--- src/rtl/guard_pkg.sv ---
package guard_pkg;
  // control -> datapath strobes
  typedef struct packed {
    logic rearmHold;  // hold-off armed, waiting for a fresh strobe edge
    logic eventNow;   // an arming event is present this cycle
  } guardStrobes_t;

  localparam int NUM_STROBES = 2;
  localparam int NUM_EVENTS  = 3;
endpackage

--- src/rtl/wg_control.sv ---
module wg_control
  import guard_pkg::*;
#(
  parameter int NUM_EVT = NUM_EVENTS
) (
  input  logic               clk,
  input  logic               rstN,
  input  logic [NUM_EVT-1:0] evtVec,
  input  logic               fallSeen,
  output guardStrobes_t      strobes
);
  logic rearmQ;
  logic anyEvt;

  assign anyEvt = |evtVec;

  // event has priority over a same-cycle edge
  always_ff @(posedge clk or negedge rstN) begin
    if (!rstN)         rearmQ <= 1'b1;
    else if (anyEvt)   rearmQ <= 1'b1;
    else if (fallSeen) rearmQ <= 1'b0;
  end

  always_comb begin
    strobes.rearmHold = rearmQ;
    strobes.eventNow  = anyEvt;
  end
endmodule

--- src/rtl/wg_datapath.sv ---
module wg_datapath
  import guard_pkg::*;
#(
  parameter int NUM_STB = NUM_STROBES
) (
  input  logic               clk,
  input  logic               rstN,
  input  logic [NUM_STB-1:0] strobeN,
  input  logic               lowVolt,
  input  logic               storeReq,
  input  guardStrobes_t      strobes,
  output logic               fallSeen,
  output logic               writeAllow,
  output logic               storeAllow
);
  logic [NUM_STB-1:0] prevQ;
  logic [NUM_STB-1:0] fallVec;
  logic               wrActive;

  // per-strobe edge detector; reset as "previously low" so a held strobe is no edge
  for (genvar i = 0; i < NUM_STB; i++) begin : g_edge
    always_ff @(posedge clk or negedge rstN) begin
      if (!rstN) prevQ[i] <= 1'b0;
      else       prevQ[i] <= strobeN[i];
    end
    assign fallVec[i] = prevQ[i] & ~strobeN[i];
  end

  assign fallSeen = |fallVec;
  assign wrActive = ~|strobeN;

  always_comb begin
    writeAllow = wrActive && !lowVolt && !strobes.eventNow
                 && (!strobes.rearmHold || fallSeen);
    storeAllow = storeReq && !lowVolt;
  end
endmodule

--- src/rtl/write_guard.sv ---
module write_guard
  import guard_pkg::*;
(
  input  logic clk,
  input  logic rstN,
  input  logic lowVolt,
  input  logic ceN,
  input  logic weN,
  input  logic storeReq,
  input  logic powerUpEvt,
  input  logic recallDoneEvt,
  input  logic storeDoneEvt,
  output logic writeAllow,
  output logic storeAllow
);
  guardStrobes_t strobes;
  logic          fallSeen;

  wg_control #(.NUM_EVT(NUM_EVENTS)) u_ctl (
    .clk      (clk),
    .rstN     (rstN),
    .evtVec   ({storeDoneEvt, recallDoneEvt, powerUpEvt}),
    .fallSeen (fallSeen),
    .strobes  (strobes)
  );

  wg_datapath #(.NUM_STB(NUM_STROBES)) u_dp (
    .clk        (clk),
    .rstN       (rstN),
    .strobeN    ({weN, ceN}),
    .lowVolt    (lowVolt),
    .storeReq   (storeReq),
    .strobes    (strobes),
    .fallSeen   (fallSeen),
    .writeAllow (writeAllow),
    .storeAllow (storeAllow)
  );
endmodule

--- config.mk ---
export PLATFORM = sky130hd
export DESIGN_NAME = write_guard
export DESIGN_NICKNAME = d
export VERILOG_FILES = /design/src/rtl/guard_pkg.sv /design/src/rtl/wg_control.sv /design/src/rtl/wg_datapath.sv /design/src/rtl/write_guard.sv
export SDC_FILE = /design/constraint.sdc
export NUM_CORES = 1
export LEC_CHECK = 0
export BUFFER_PORTS_ARGS = -buffer_cell sky130_fd_sc_hd__clkbuf_2
export CAP_MARGIN = 20
export CORE_AREA = 2 2 39 41
export DETAILED_ROUTE_END_ITERATION = 8
export DIE_AREA = 0 0 41 43
export PLACE_DENSITY_LB_ADDON = 0.08
export SETUP_SLACK_MARGIN = 0.15
export SKIP_LAST_GASP = 1
export SYNTH_ARGS = -nofsm -noshare
export SYNTH_HDL_FRONTEND = slang
export SYNTH_HIERARCHICAL = 1
export SYNTH_SLANG_ARGS = --single-unit
--- constraint.sdc ---
create_clock -name clk -period 3.3 [get_ports clk]
set_clock_uncertainty 0.15 [all_clocks]
set_input_delay 0.495 -clock clk [delete_from_list [all_inputs] [get_ports clk]]
set_output_delay 0.495 -clock clk [all_outputs]
set_load 0.01 [all_outputs]
**Word-level counts from Yosys, hierarchy flattened**

Cells that the tools add are included.

- Mux-type cells: 2
- Bitwise logic cells: 4
- Reductions and logical operators: 13

Operators by type and width:

| kind | number |
|---|---|
| 1-bit logical AND | 4 |
| 1-bit zero test | 4 |
| 2-bit OR reduction | 2 |
| 3-bit OR reduction | 1 |
| 1-bit AND | 2 |
| 1-bit two-way mux | 2 |
| 1-bit inverter | 2 |
| 2-bit nonzero test | 1 |
| 1-bit logical OR | 1 |

- Register bits: 3
- Input bits: 9
- Output and inout bits: 2

**Depth between registers and ports, before layout**

Gate-level depths: netlist (run 1).

- Depth in word-level cells: 5
- Depth in mapped cells: 4
- Mapped depth without buffers: 4

**Modules after synthesis**

Netlist (run 1), hierarchy kept.

Modules (own cells, without submodules):

| module | times used | cells an instance | area each (um2) |
|---|---|---|---|
| wg_datapath | 1 | 8 | 83.8 |
| wg_control | 1 | 6 | 63.8 |

**Worst setup path after synthesis (run 1)**

No wires, ideal clock.

- Kind: input to output
- Start point: in recallDoneEvt
- End point: out writeAllow
- Data arrival time: 1.618 ns
- Slack: 1.037 ns
- Stages on the path: 4
- Buffers on the path: 1
- Cells stage by stage: or3_4 > buf_4 > or4_1 > a31oi_1

RTL lines:

| what | RTL line | text |
|---|---|---|
| start: declaration | write_guard.sv:11 | `input logic recallDoneEvt,` |
| end: declaration | write_guard.sv:13 | `output logic writeAllow,` |

==> results of run 1 <==
[metrics by stage]
stage | std cells | power (mW) | hold WS [ns] | util (%) | setup WS [ns]
2_1_floorplan | 14 | 0.04449 | 0.04941 | - | 1.037
3_3_place_gp | 38 | 0.05041 | 0.1463 | 14.65 | 0.9909
3_5_place_dp | 38 | 0.05054 | 0.1470 | 14.65 | 0.9896
4_1_cts | 43 | 0.1170 | 0.2486 | 17.27 | 0.9868
5_1_grt | 43 | 0.1209 | 0.2568 | 17.27 | 0.9314
6_report | 43 | 0.1144 | 0.2573 | 17.27 | 0.9928
[worst reg2reg max path, cell delays in order (launching register included)]
cell     delay (ns)
dfrtp_1        0.31
inv_1          0.05
o22ai_1        0.14
inv_1          0.06
a21o_1         0.15
[routing by layer]
metal	track usage (%)	routed length (um)	share of wire, %	up-vias
met5	0	0	0	-
met4	6.000	0	0	0
met3	4.712	28	9.0	0
met2	5.000	140	45	9
met1	6.090	143	46	60
li1	-	-	-	70
[power by group through the flow]
stage	logic [mW]	registers, mW	clock network (mW)
2_1_floorplan	0.00479	0.0397	0
3_3_place_gp	0.0106	0.0398	0
4_1_cts	0.0117	0.0394	0.0659
6_report	0.0114	0.0394	0.0636
3_5_place_dp	0.0107	0.0398	0
5_1_grt	0.0131	0.0396	0.0683
[cells in the final DEF (no fill, tap or decap), types with 2 or more instances in the layout]
| cell type | count |
|---|---|
| clkbuf_4 | 3 |
| clkbuf_2 | 10 |
| inv_1 | 3 |
| dfrtp_1 | 2 |
[flip-flops by register name, summed over array words and instances (netlist names)]
signal	flops
u_dp/prevQ	2
u_ctl/rearmQ	1
[area by class of cell]
class	instances	share of cell area (%)
clock buffers	4	10.99
well taps	16	8.377
flip-flops and latches	3	31.94
inverters	3	4.712
multi-input cells	6	18.85
repair buffers	11	25.13
[path summary, 6_finish.rpt]
kind                          startpoint             to  slack, ns  cells past startpoint
setup / recovery           recallDoneEvt     writeAllow       0.99                      5
hold / removal                       ceN  u_dp/prevQ[0]       0.26                      1
setup reg to reg           u_dp/prevQ[0]   u_ctl/rearmQ       2.38                      4
hold reg to reg             u_ctl/rearmQ   u_ctl/rearmQ       0.38                      1
max in group asynchronous           rstN   u_ctl/rearmQ       2.36                      2
min in group asynchronous           rstN  u_dp/prevQ[1]       0.44                      2
[kinds of logic (layout without fill, tap and decap cells)]
family	count (synthesis)	after routing	synth area share, %
buffers and inverters	5	18	17.79
flip-flops	3	3	51.70
AND/OR/NAND/NOR	3	3	16.95
AO/OA/AOI/OAI	3	3	13.57
==> out/qor.log, run 1 <==
INFO  placement      dp_wirelength=268.2um
INFO  global_routing number_of_antenna_violations_at_the_first_check_in_global_routing=0
INFO  floorplanning  start_util=10.67%
INFO  layout         multiInputGateArea=45.04um2
INFO  logic_synthesis synthesis.nets=23
INFO  worst_setup_path critical_path.slowest_cell=or4_1
INFO  layout         regArea=76.32um2
INFO  floorplanning  design.portCount=11
INFO  power          power.switching_fraction=20.70%
INFO  power          vdd.ir_drop.worst=0.1563mV
INFO  timing         timing.slew.headroom=91.75%
INFO  global_routing grt_start_max_net_pins=4
INFO  global_routing globalRoute.totalOverflow=0
INFO  logic_synthesis post_synth_main_area_contributors=dfrtp_1 (34%), dfstp_2 (18%), buf_4 (10%)
INFO  worst_setup_path cp-end-kind=output pin
INFO  timing         hold_viol=0
INFO  layout         area.growth.synth_to_final=61.86%
INFO  logic_synthesis postSynthAreaPerCell=10.55um2
INFO  logic_synthesis post_synth_inst_count=14
INFO  drt            post_route_ant_nets=0
INFO  placement      place_congestion=0.6504
INFO  clock_tree     count_of_cells_resized_by_post_cts_repair=0
INFO  timing         final-max-slew-violation-count=0
INFO  global_routing grt_use_total=5.316%
INFO  logic_synthesis asyncSetResetFlopFracSynth=100.0%
INFO  worst_setup_path worstPathMaxFanout=2
INFO  power          internal_power=0.09072mW
INFO  logic_synthesis ys_top_cells_by_count=inv_1 (3), buf_4 (2), dfrtp_1 (2)
INFO  floorplanning  coreArea=1384um2
INFO  drt            firstDrtPassIters=2
INFO  logic_synthesis post_synth_edffs=0
INFO  logic_synthesis synthMostInstantiatedCell=inv_1
INFO  worst_setup_path timing.setup.critical_path_class=in2out
INFO  layout         finalNetCount=37
INFO  drt            route.detailed.drc=0
INFO  drt            detail_route.iter0.violations=2
INFO  drt            wl_per_cell=7.256um
INFO  drt            avgViaCountPerCell=3.233
INFO  floorplanning  die_width=41um
INFO  timing         maxClockFrequency=433.4MHz
INFO  timing         post-route-period-util=69.92%
INFO  job            maxcap_viol_count=0
INFO  worst_setup_path worst_path_largest_cell_delay=0.41ns
INFO  floorplanning  die-height=43um
INFO  logic_synthesis synth_top_flop_cell=dfrtp_1
INFO  power          clock_power_share=55.6%
INFO  timing         setup_repair_after_global_routing_missed_its_margin=false
INFO  clock_tree     clk-insertion-delay-late=0.23ns
INFO  layout         final_area=239.0um2
INFO  power          power_density_normalized_to_cell_area=478.7nW/um2
INFO  power          leakage_dissipation=0.1218nW
INFO  layout         share_of_post_route_cells_with_drive_strength_above_1=55.56%
INFO  logic_synthesis synthesis.yosys.warnings=6
INFO  timing         max_slew.worst_pin.slew=0.1232ns
INFO  floorplanning  die_area=1763um2
INFO  timing         setup_violations=0
INFO  layout         n_antenna_cell=0
INFO  floorplanning  placement_rows=14
INFO  logic_synthesis postSynthRegisterBits=3
INFO  timing         tns=0ns
INFO  worst_setup_path cp_data_arrival_time=1.66ns
INFO  clock_tree     post-cts-setup-buffer-count=0
INFO  logic_synthesis synth_seq_area_share=51.69%
INFO  logic_synthesis synth_top_area_share=33.90%
INFO  placement      placedInstanceArea=202.7um2
INFO  clock_tree     clock_root_cell=clkbuf_4
INFO  drt            routed-via-count=139
INFO  worst_setup_path cp_common_cell=clkbuf_2
INFO  hold_path      hold_path.class=in2reg
INFO  clock_tree     clkSlewWorstSetupHoldPaths=0.03ns
INFO  clock_tree     cts_tree=yes
INFO  worst_setup_path critPathBufInv=2
INFO  logic_synthesis yosysUniqueCellTypes=10
INFO  drt            drt-total-wl=312um
INFO  global_routing grt_pass1_wl=545um
INFO  logic_synthesis synthesis.area=147.6um2
INFO  worst_setup_path required_time_worst_endpoint=2.65ns
INFO  worst_setup_path worst_path_dominant_cell_family=simple AND/OR/NAND/NOR gates
INFO  clock_tree     cts_num_sinks=3
INFO  worst_setup_path cp_cell_sequence=clkbuf_2 -> or3_4 -> or4_1 -> a31oi_1 -> clkbuf_2
INFO  placement      portBuffers=10
INFO  power          p_switching=0.02369mW
INFO  logic_synthesis synth.largest_area_cell=dfrtp_1
INFO  clock_tree     cts_buffer_count=3
INFO  clock_tree     cts_buffer_depth=2
INFO  clock_tree     htree_num_levels=1
INFO  global_routing vias_in_the_first_global_route=133
INFO  layout         fillerInstances=154
INFO  power          sequentialPowerShare=34.4%
INFO  timing         fin_crit=2.307ns
INFO  outcome        outcome=complete, no violations
INFO  clock_tree     cts_hold_buffers=1
INFO  worst_setup_path critPathLaunchType=input pin
INFO  power          share_comb_of_total_power=10.0%
(Power assumes the default switching activity.)
==> run 2, diff against run 1 <==
- clock period: 3.3 -> 1.9 ns (I/O delays scaled with it)
==> run 2 against run 1 <==
Clock power rose by 78%. Combinational power rose by 95%. Sequential power rose by 75%. Core utilization grew 1.8 points. Die area unchanged. Critical path depth did not move. Routed wire length is 21% higher. Non-clock buffer count stayed put. First-iteration DRC count down 100%. Critical path type unchanged. Highest routed layer is now met4.
==> out/qor.log, run 2 (same netlist as run 1, synthesis figures left out) <==
INFO  outcome        outcome=complete, no violations
INFO  layout         mostFrequentLayoutCells=clkbuf_2 (9), clkbuf_4 (3), inv_1 (3)
INFO  layout         area.growth.synth_to_final=78.81%
INFO  worst_setup_path timing.setup.critical_path_class=in2out
INFO  timing         hold_viol=0
INFO  worst_setup_path setup.reg_to_reg.worst_slack=0.95ns
INFO  clock_tree     cts_num_sinks=3
INFO  drt            avgViaCountPerCell=3.186
INFO  clock_tree     cts_buffer_depth=2
INFO  power          leakage_dissipation=0.1256nW
INFO  layout         share_of_post_route_cells_with_drive_strength_above_1=62.96%
INFO  global_routing grt_pass1_wl=683um
INFO  clock_tree     clkSlewWorstSetupHoldPaths=0.04ns
INFO  drt            routed-via-count=137
INFO  placement      placedCellCount=38
INFO  clock_tree     post-cts-setup-buffer-count=0
INFO  worst_setup_path critPathLaunchType=input pin
INFO  timing         setup_violations=0
INFO  worst_setup_path worstPathMaxFanout=2
INFO  worst_setup_path rr_startpoint=u_dp/prevQ[0]
INFO  timing         fin_crit=1.882ns
INFO  layout         regArea=76.32um2
INFO  timing         timing.slew.headroom=91.34%
INFO  placement      place_congestion=0.5604
INFO  layout         top_regs=u_dp/prevQ (2), u_ctl/rearmQ (1)
INFO  global_routing vias_in_the_first_global_route=155
INFO  clock_tree     clk-insertion-delay-late=0.23ns
INFO  clock_tree     htree_num_levels=1
INFO  drt            post_route_ant_nets=0
INFO  clock_tree     clock_root_cell=clkbuf_4
INFO  worst_setup_path timing.reg2reg.worst_path_depth=4
INFO  hold_path      hold_path.class=in2reg
INFO  worst_setup_path worst_path_largest_cell_delay=0.43ns
INFO  hold_path      min_path_cells=1
INFO  floorplanning  die_width=41um
INFO  power          vdd.ir_drop.worst=0.1472mV
INFO  worst_setup_path critical_path.slowest_cell=or4_4
INFO  layout         finalNetCount=37
INFO  layout         layout_commonest_cell=clkbuf_2
INFO  drt            drt-total-wl=378um
INFO  timing         max_slew.worst_pin.slew=0.1300ns
INFO  worst_setup_path required_time_worst_endpoint=1.46ns
INFO  timing         maxClockFrequency=531.3MHz
INFO  layout         largest_register_by_flop_count=u_dp/prevQ
INFO  worst_setup_path cp_cell_sequence=clkbuf_2 -> or3_4 -> or4_4 -> a31oi_4 -> buf_6
INFO  layout         layout.cells.non_filler=43
INFO  power          power=0.2045mW
INFO  layout         fillerInstances=170
INFO  layout         multiInputGateArea=63.81um2
INFO  timing         final_critical_path_setup_slack=0.01767ns
INFO  layout         n_antenna_cell=0
INFO  timing         post-route-period-util=99.07%
INFO  placement      placedInstanceArea=221.5um2
INFO  worst_setup_path cp_data_arrival_time=1.45ns
INFO  global_routing number_of_antenna_violations_at_the_first_check_in_global_routing=0
INFO  hold_path      whs_endpoint=u_dp/prevQ[0]
INFO  layout         final_area=264.0um2
INFO  job            maxcap_viol_count=0
INFO  hold_path      hold_path_startpoint=ceN
INFO  clock_tree     cts_buffer_count=3
INFO  global_routing grt_use_total=7.631%
INFO  drt            route.detailed.drc=0
INFO  floorplanning  design.portCount=11
INFO  floorplanning  placement_rows=14
INFO  worst_setup_path worstReg2RegEnd=u_ctl/rearmQ
INFO  placement      portBuffers=10
INFO  drt            wl_per_cell=8.791um
INFO  floorplanning  die-height=43um
INFO  floorplanning  start_util=10.67%
INFO  floorplanning  die_area=1763um2
INFO  floorplanning  coreArea=1384um2
INFO  timing         setup_repair_after_global_routing_missed_its_margin=true
INFO  timing         final-max-slew-violation-count=0
INFO  worst_setup_path cp-end-kind=output pin
INFO  power          power_density_normalized_to_cell_area=774.8nW/um2
INFO  global_routing grt_start_max_net_pins=4
INFO  layout         largest_reg_flops=2
INFO  global_routing globalRoute.totalOverflow=0
INFO  drt            firstDrtPassIters=1
INFO  clock_tree     cts_tree=yes
INFO  drt            detail_route.iter0.violations=0
INFO  placement      detailedPlace.worstSlack=-0.005679ns
-- run 2: cell types whose count changed in the layout (fill, tap and decap cells not counted), sizes merged --
| cell | change |
|---|---|
| buf | +1 |
| clkbuf | -1 |
-- run 2: layer usage --
metal,GRT usage (%),wire [um],share of wire (%),vias up
li1,-,-,-,71
met4,12.00,19,5.0,0
met1,5.466,135,36,58
met3,6.283,22,5.8,2
met2,9.063,201,53,6
met5,0,0,0,-
-- run 2: worst max-delay path: cells and delay by family --
family	cells	cell delay (ns)
buffers and inverters	2	0.20
and+or+nand+nor	2	0.81
AOI/OAI and AO/OA	1	0.15
-- run 2: how the worst max path moves through the flow --
stage / start / to / slack, ns
after floorplan: recallDoneEvt / writeAllow / 0.09
after global placement: recallDoneEvt / writeAllow / -0.0001
after detailed placement: recallDoneEvt / writeAllow / -0.006
after CTS: recallDoneEvt / writeAllow / -0.006
after global routing: recallDoneEvt / writeAllow / -0.02
final: recallDoneEvt / writeAllow / 0.02
-- run 2: per-stage QoR --
| step | hold slack (ns) | setup TNS [ns] | util, % |
|---|---|---|---|
| 6_report | 0.04835 | 0 | 19.08 |
| 5_1_grt | 0.02590 | -0.01805 | 19.08 |
| 4_1_cts | 0.03676 | -0.005679 | 18.63 |
| 3_5_place_dp | -0.06272 | -0.005679 | 16.00 |
| 3_3_place_gp | -0.06434 | -0.00009526 | 16.00 |
| 2_1_floorplan | -0.1606 | 0 | - |
-- run 2: area by class of cell --
cell class	instances	area share (%)
flip-flops and latches	3	28.91
repair buffers	11	25.12
multi-input cells	6	24.17
clock buffers	4	9.953
well taps	16	7.583
inverters	3	4.265
-- run 2: where the power goes --
part	internal [mW]	switching, mW
registers	0.0676	0.00127
logic	0.0120	0.0102
clock network	0.0788	0.0347
-- run 2: timing repair --
item | CTS | global route
pin swaps | 0 | 0
endpoints found under the hold margin | 3 | 0
setup endpoints to repair | 1 | 1
cloned | 0 | 0
gates resized for setup | 0 | 2
hold buffers | 1 | 0
==> run 3, diff against run 2 <==
- SYNTH_HIERARCHICAL: 1 -> default
==> run 3 against run 2 <==
Global-route usage is 1.4 points lower. Critical path depth is 2 lower. Routed wire length is 13% lower. Design area is 10% lower. Critical path type is now reg2out. Largest cell class unchanged. Largest power group unchanged. Highest routed layer is now met3.
==> out/qor.log, run 3 <==
INFO  logic_synthesis post_synth_edffs=0
INFO  clock_tree     count_of_cells_resized_by_post_cts_repair=0
INFO  layout         largest_reg_flops=2
INFO  logic_synthesis synth.largest_area_cell=dfrtp_1
INFO  drt            post_route_ant_nets=0
INFO  drt            wl_per_cell=7.833um
INFO  clock_tree     cts_buffer_count=3
INFO  floorplanning  die_width=41um
INFO  global_routing grt_use_total=6.231%
INFO  drt            firstDrtPassIters=2
INFO  logic_synthesis synth_top_flop_cell=dfrtp_1
INFO  layout         fillerInstances=160
INFO  logic_synthesis postSynthAreaPerCell=11.94um2
INFO  logic_synthesis synthesis.nets=20
INFO  timing         timing.slew.headroom=85.87%
INFO  placement      portBuffers=10
INFO  logic_synthesis synth_top_area_share=38.10%
INFO  logic_synthesis synth_seq_area_share=58.10%
INFO  drt            route.detailed.drc=0
INFO  global_routing number_of_antenna_violations_at_the_first_check_in_global_routing=0
INFO  worst_setup_path critPathLaunchType=flip-flop
INFO  clock_tree     post-cts-setup-buffer-count=0
INFO  worst_setup_path cp_data_arrival_time=1.25ns
INFO  timing         post-route-period-util=88.45%
INFO  clock_tree     cts_num_sinks=3
INFO  logic_synthesis yosysUniqueCellTypes=8
INFO  floorplanning  die-height=43um
INFO  floorplanning  coreArea=1384um2
INFO  timing         setup_repair_after_global_routing_missed_its_margin=false
INFO  power          vdd.ir_drop.worst=0.2348mV
INFO  job            maxcap_viol_count=0
INFO  outcome        outcome=complete, no violations
INFO  logic_synthesis postSynthRegisterBits=3
INFO  clock_tree     cts_tree=yes
INFO  power          power_density_normalized_to_cell_area=837.3nW/um2
INFO  power          power=0.1990mW
INFO  floorplanning  start_util=9.494%
INFO  layout         area.growth.synth_to_final=80.95%
INFO  drt            drt-total-wl=329um
INFO  power          leakage_dissipation=0.1239nW
INFO  worst_setup_path worst_path_largest_cell_delay=0.50ns
INFO  placement      placedCellCount=37
INFO  worst_setup_path worstPathMaxFanout=2
INFO  worst_setup_path critical_path.slowest_cell=dfstp_2
INFO  worst_setup_path worst_path_dominant_cell_family=flip-flops
INFO  drt            detail_route.iter0.violations=3
INFO  layout         finalNetCount=36
INFO  layout         layout_commonest_cell=clkbuf_2
INFO  worst_setup_path timing.setup.critical_path_class=reg2out
INFO  clock_tree     cts_hold_buffers=1
INFO  worst_setup_path critPathBufInv=2
INFO  logic_synthesis post_synth_main_area_contributors=dfrtp_1 (38%), dfstp_2 (20%), nor2b_1 (14%)
INFO  clock_tree     clock_root_cell=clkbuf_4
INFO  worst_setup_path setup.reg_to_reg.worst_slack=0.87ns
INFO  worst_setup_path cp-end-kind=output pin
INFO  layout         n_antenna_cell=0
INFO  worst_setup_path required_time_worst_endpoint=1.46ns
INFO  timing         fin_crit=1.681ns
INFO  logic_synthesis post_synth_inst_count=11
INFO  drt            routed-via-count=133
INFO  clock_tree     clkSlewWorstSetupHoldPaths=0.04ns
INFO  hold_path      hold_path.class=in2reg
INFO  layout         share_of_post_route_cells_with_drive_strength_above_1=57.69%
INFO  global_routing vias_in_the_first_global_route=172
INFO  timing         tns=0ns
INFO  placement      place_congestion=0.6192
INFO  drt            avgViaCountPerCell=3.167
INFO  clock_tree     clk-insertion-delay-late=0.23ns
INFO  worst_setup_path cp_cell_sequence=inv_1 -> o311a_1 -> clkbuf_2
INFO  logic_synthesis asyncSetResetFlopFracSynth=100.0%
INFO  floorplanning  placement_rows=14
INFO  timing         max_slew.worst_pin.slew=0.2101ns
INFO  layout         mostFrequentLayoutCells=clkbuf_2 (10), nor2b_1 (3), clkbuf_4 (3)
INFO  logic_synthesis ys_top_cells_by_count=nor2b_1 (3), dfrtp_1 (2)
INFO  global_routing grt_pass1_wl=648um
INFO  floorplanning  die_area=1763um2
INFO  timing         setup_violations=0
INFO  timing         maxClockFrequency=595.0MHz
INFO  clock_tree     cts_buffer_depth=2
INFO  layout         largest_register_by_flop_count=u_dp.prevQ
INFO  layout         top_regs=u_dp.prevQ (2), u_ctl.rearmQ (1)
INFO  timing         hold_viol=0
INFO  floorplanning  design.portCount=11
INFO  global_routing grt_start_max_net_pins=4
INFO  logic_synthesis synthMostInstantiatedCell=nor2b_1
INFO  clock_tree     htree_num_levels=1
INFO  layout         layout.cells.non_filler=42
INFO  layout         final_core_utilization=17.18%
INFO  timing         final-max-slew-violation-count=0
INFO  global_routing globalRoute.totalOverflow=0
INFO  logic_synthesis synthesis.area=131.4um2
INFO  logic_synthesis synthesis.yosys.warnings=0
run 3: path summary, 6_finish.rpt:
| check | startpoint | end | cells after the start |
|---|---|---|---|
| worst max-delay path | u_ctl.rearmQ | writeAllow | 3 |
| worst min-delay path | weN | u_dp.prevQ[1] | 1 |
| worst max register to register | u_ctl.rearmQ | u_ctl.rearmQ | 2 |
| worst min register to register | u_ctl.rearmQ | u_ctl.rearmQ | 2 |
| max in group asynchronous | rstN | u_ctl.rearmQ | 2 |
| min in group asynchronous | rstN | u_dp.prevQ[1] | 2 |
run 3: stage by stage:
| stage | hold slack [ns] | instance area, um2 | setup WS, ns |
|---|---|---|---|
| after floorplan | -0.1606 | 131.4 | 0.5625 |
| after global placement | -0.06279 | 201.4 | 0.4691 |
| after detailed placement | -0.06351 | 201.4 | 0.4579 |
| after CTS | 0.03412 | 237.7 | 0.1993 |
| after global routing | 0.03396 | 237.7 | 0.1545 |
| final | 0.04246 | 237.7 | 0.2194 |
run 3: report_power, final:
| part | switching [mW] | internal (mW) | leakage, nW | total [mW] |
|---|---|---|---|---|
| clock | 0.0328 | 0.0787 | 0.0150 | 0.111 |
| combinational | 0.00851 | 0.0108 | 0.0750 | 0.0193 |
| sequential | 0.000731 | 0.0675 | 0.0338 | 0.0682 |
run 3: worst register-to-register path: stages (launching register included):
cell	delay, ns
dfstp_2	0.50
inv_1	0.04
o31ai_1	0.24
run 3: final cells by class:
class,count,area (um2),area share [%]
sequential,3,76.32,32.11
inverter,1,3.754,1.579
tap,16,20.02,8.421
multi-input combinational,7,51.30,21.58
clock buffer,4,26.28,11.05
timing repair buffer,11,60.06,25.26
run 3: cells by family after synthesis:
group | after synthesis | share of synthesized area, %
compound gates | 2 | 13.34
flops | 3 | 58.10
buf+inv | 1 | 2.854
simple gates | 5 | 25.71
run 3: layer usage:
metal / global-route usage (%) / part of all wire [%]
met1: 6.129 / 36
met2: 7.813 / 60
met3: 3.141 / 3.6
met4: 8.000 / 0
met5: 0 / 0
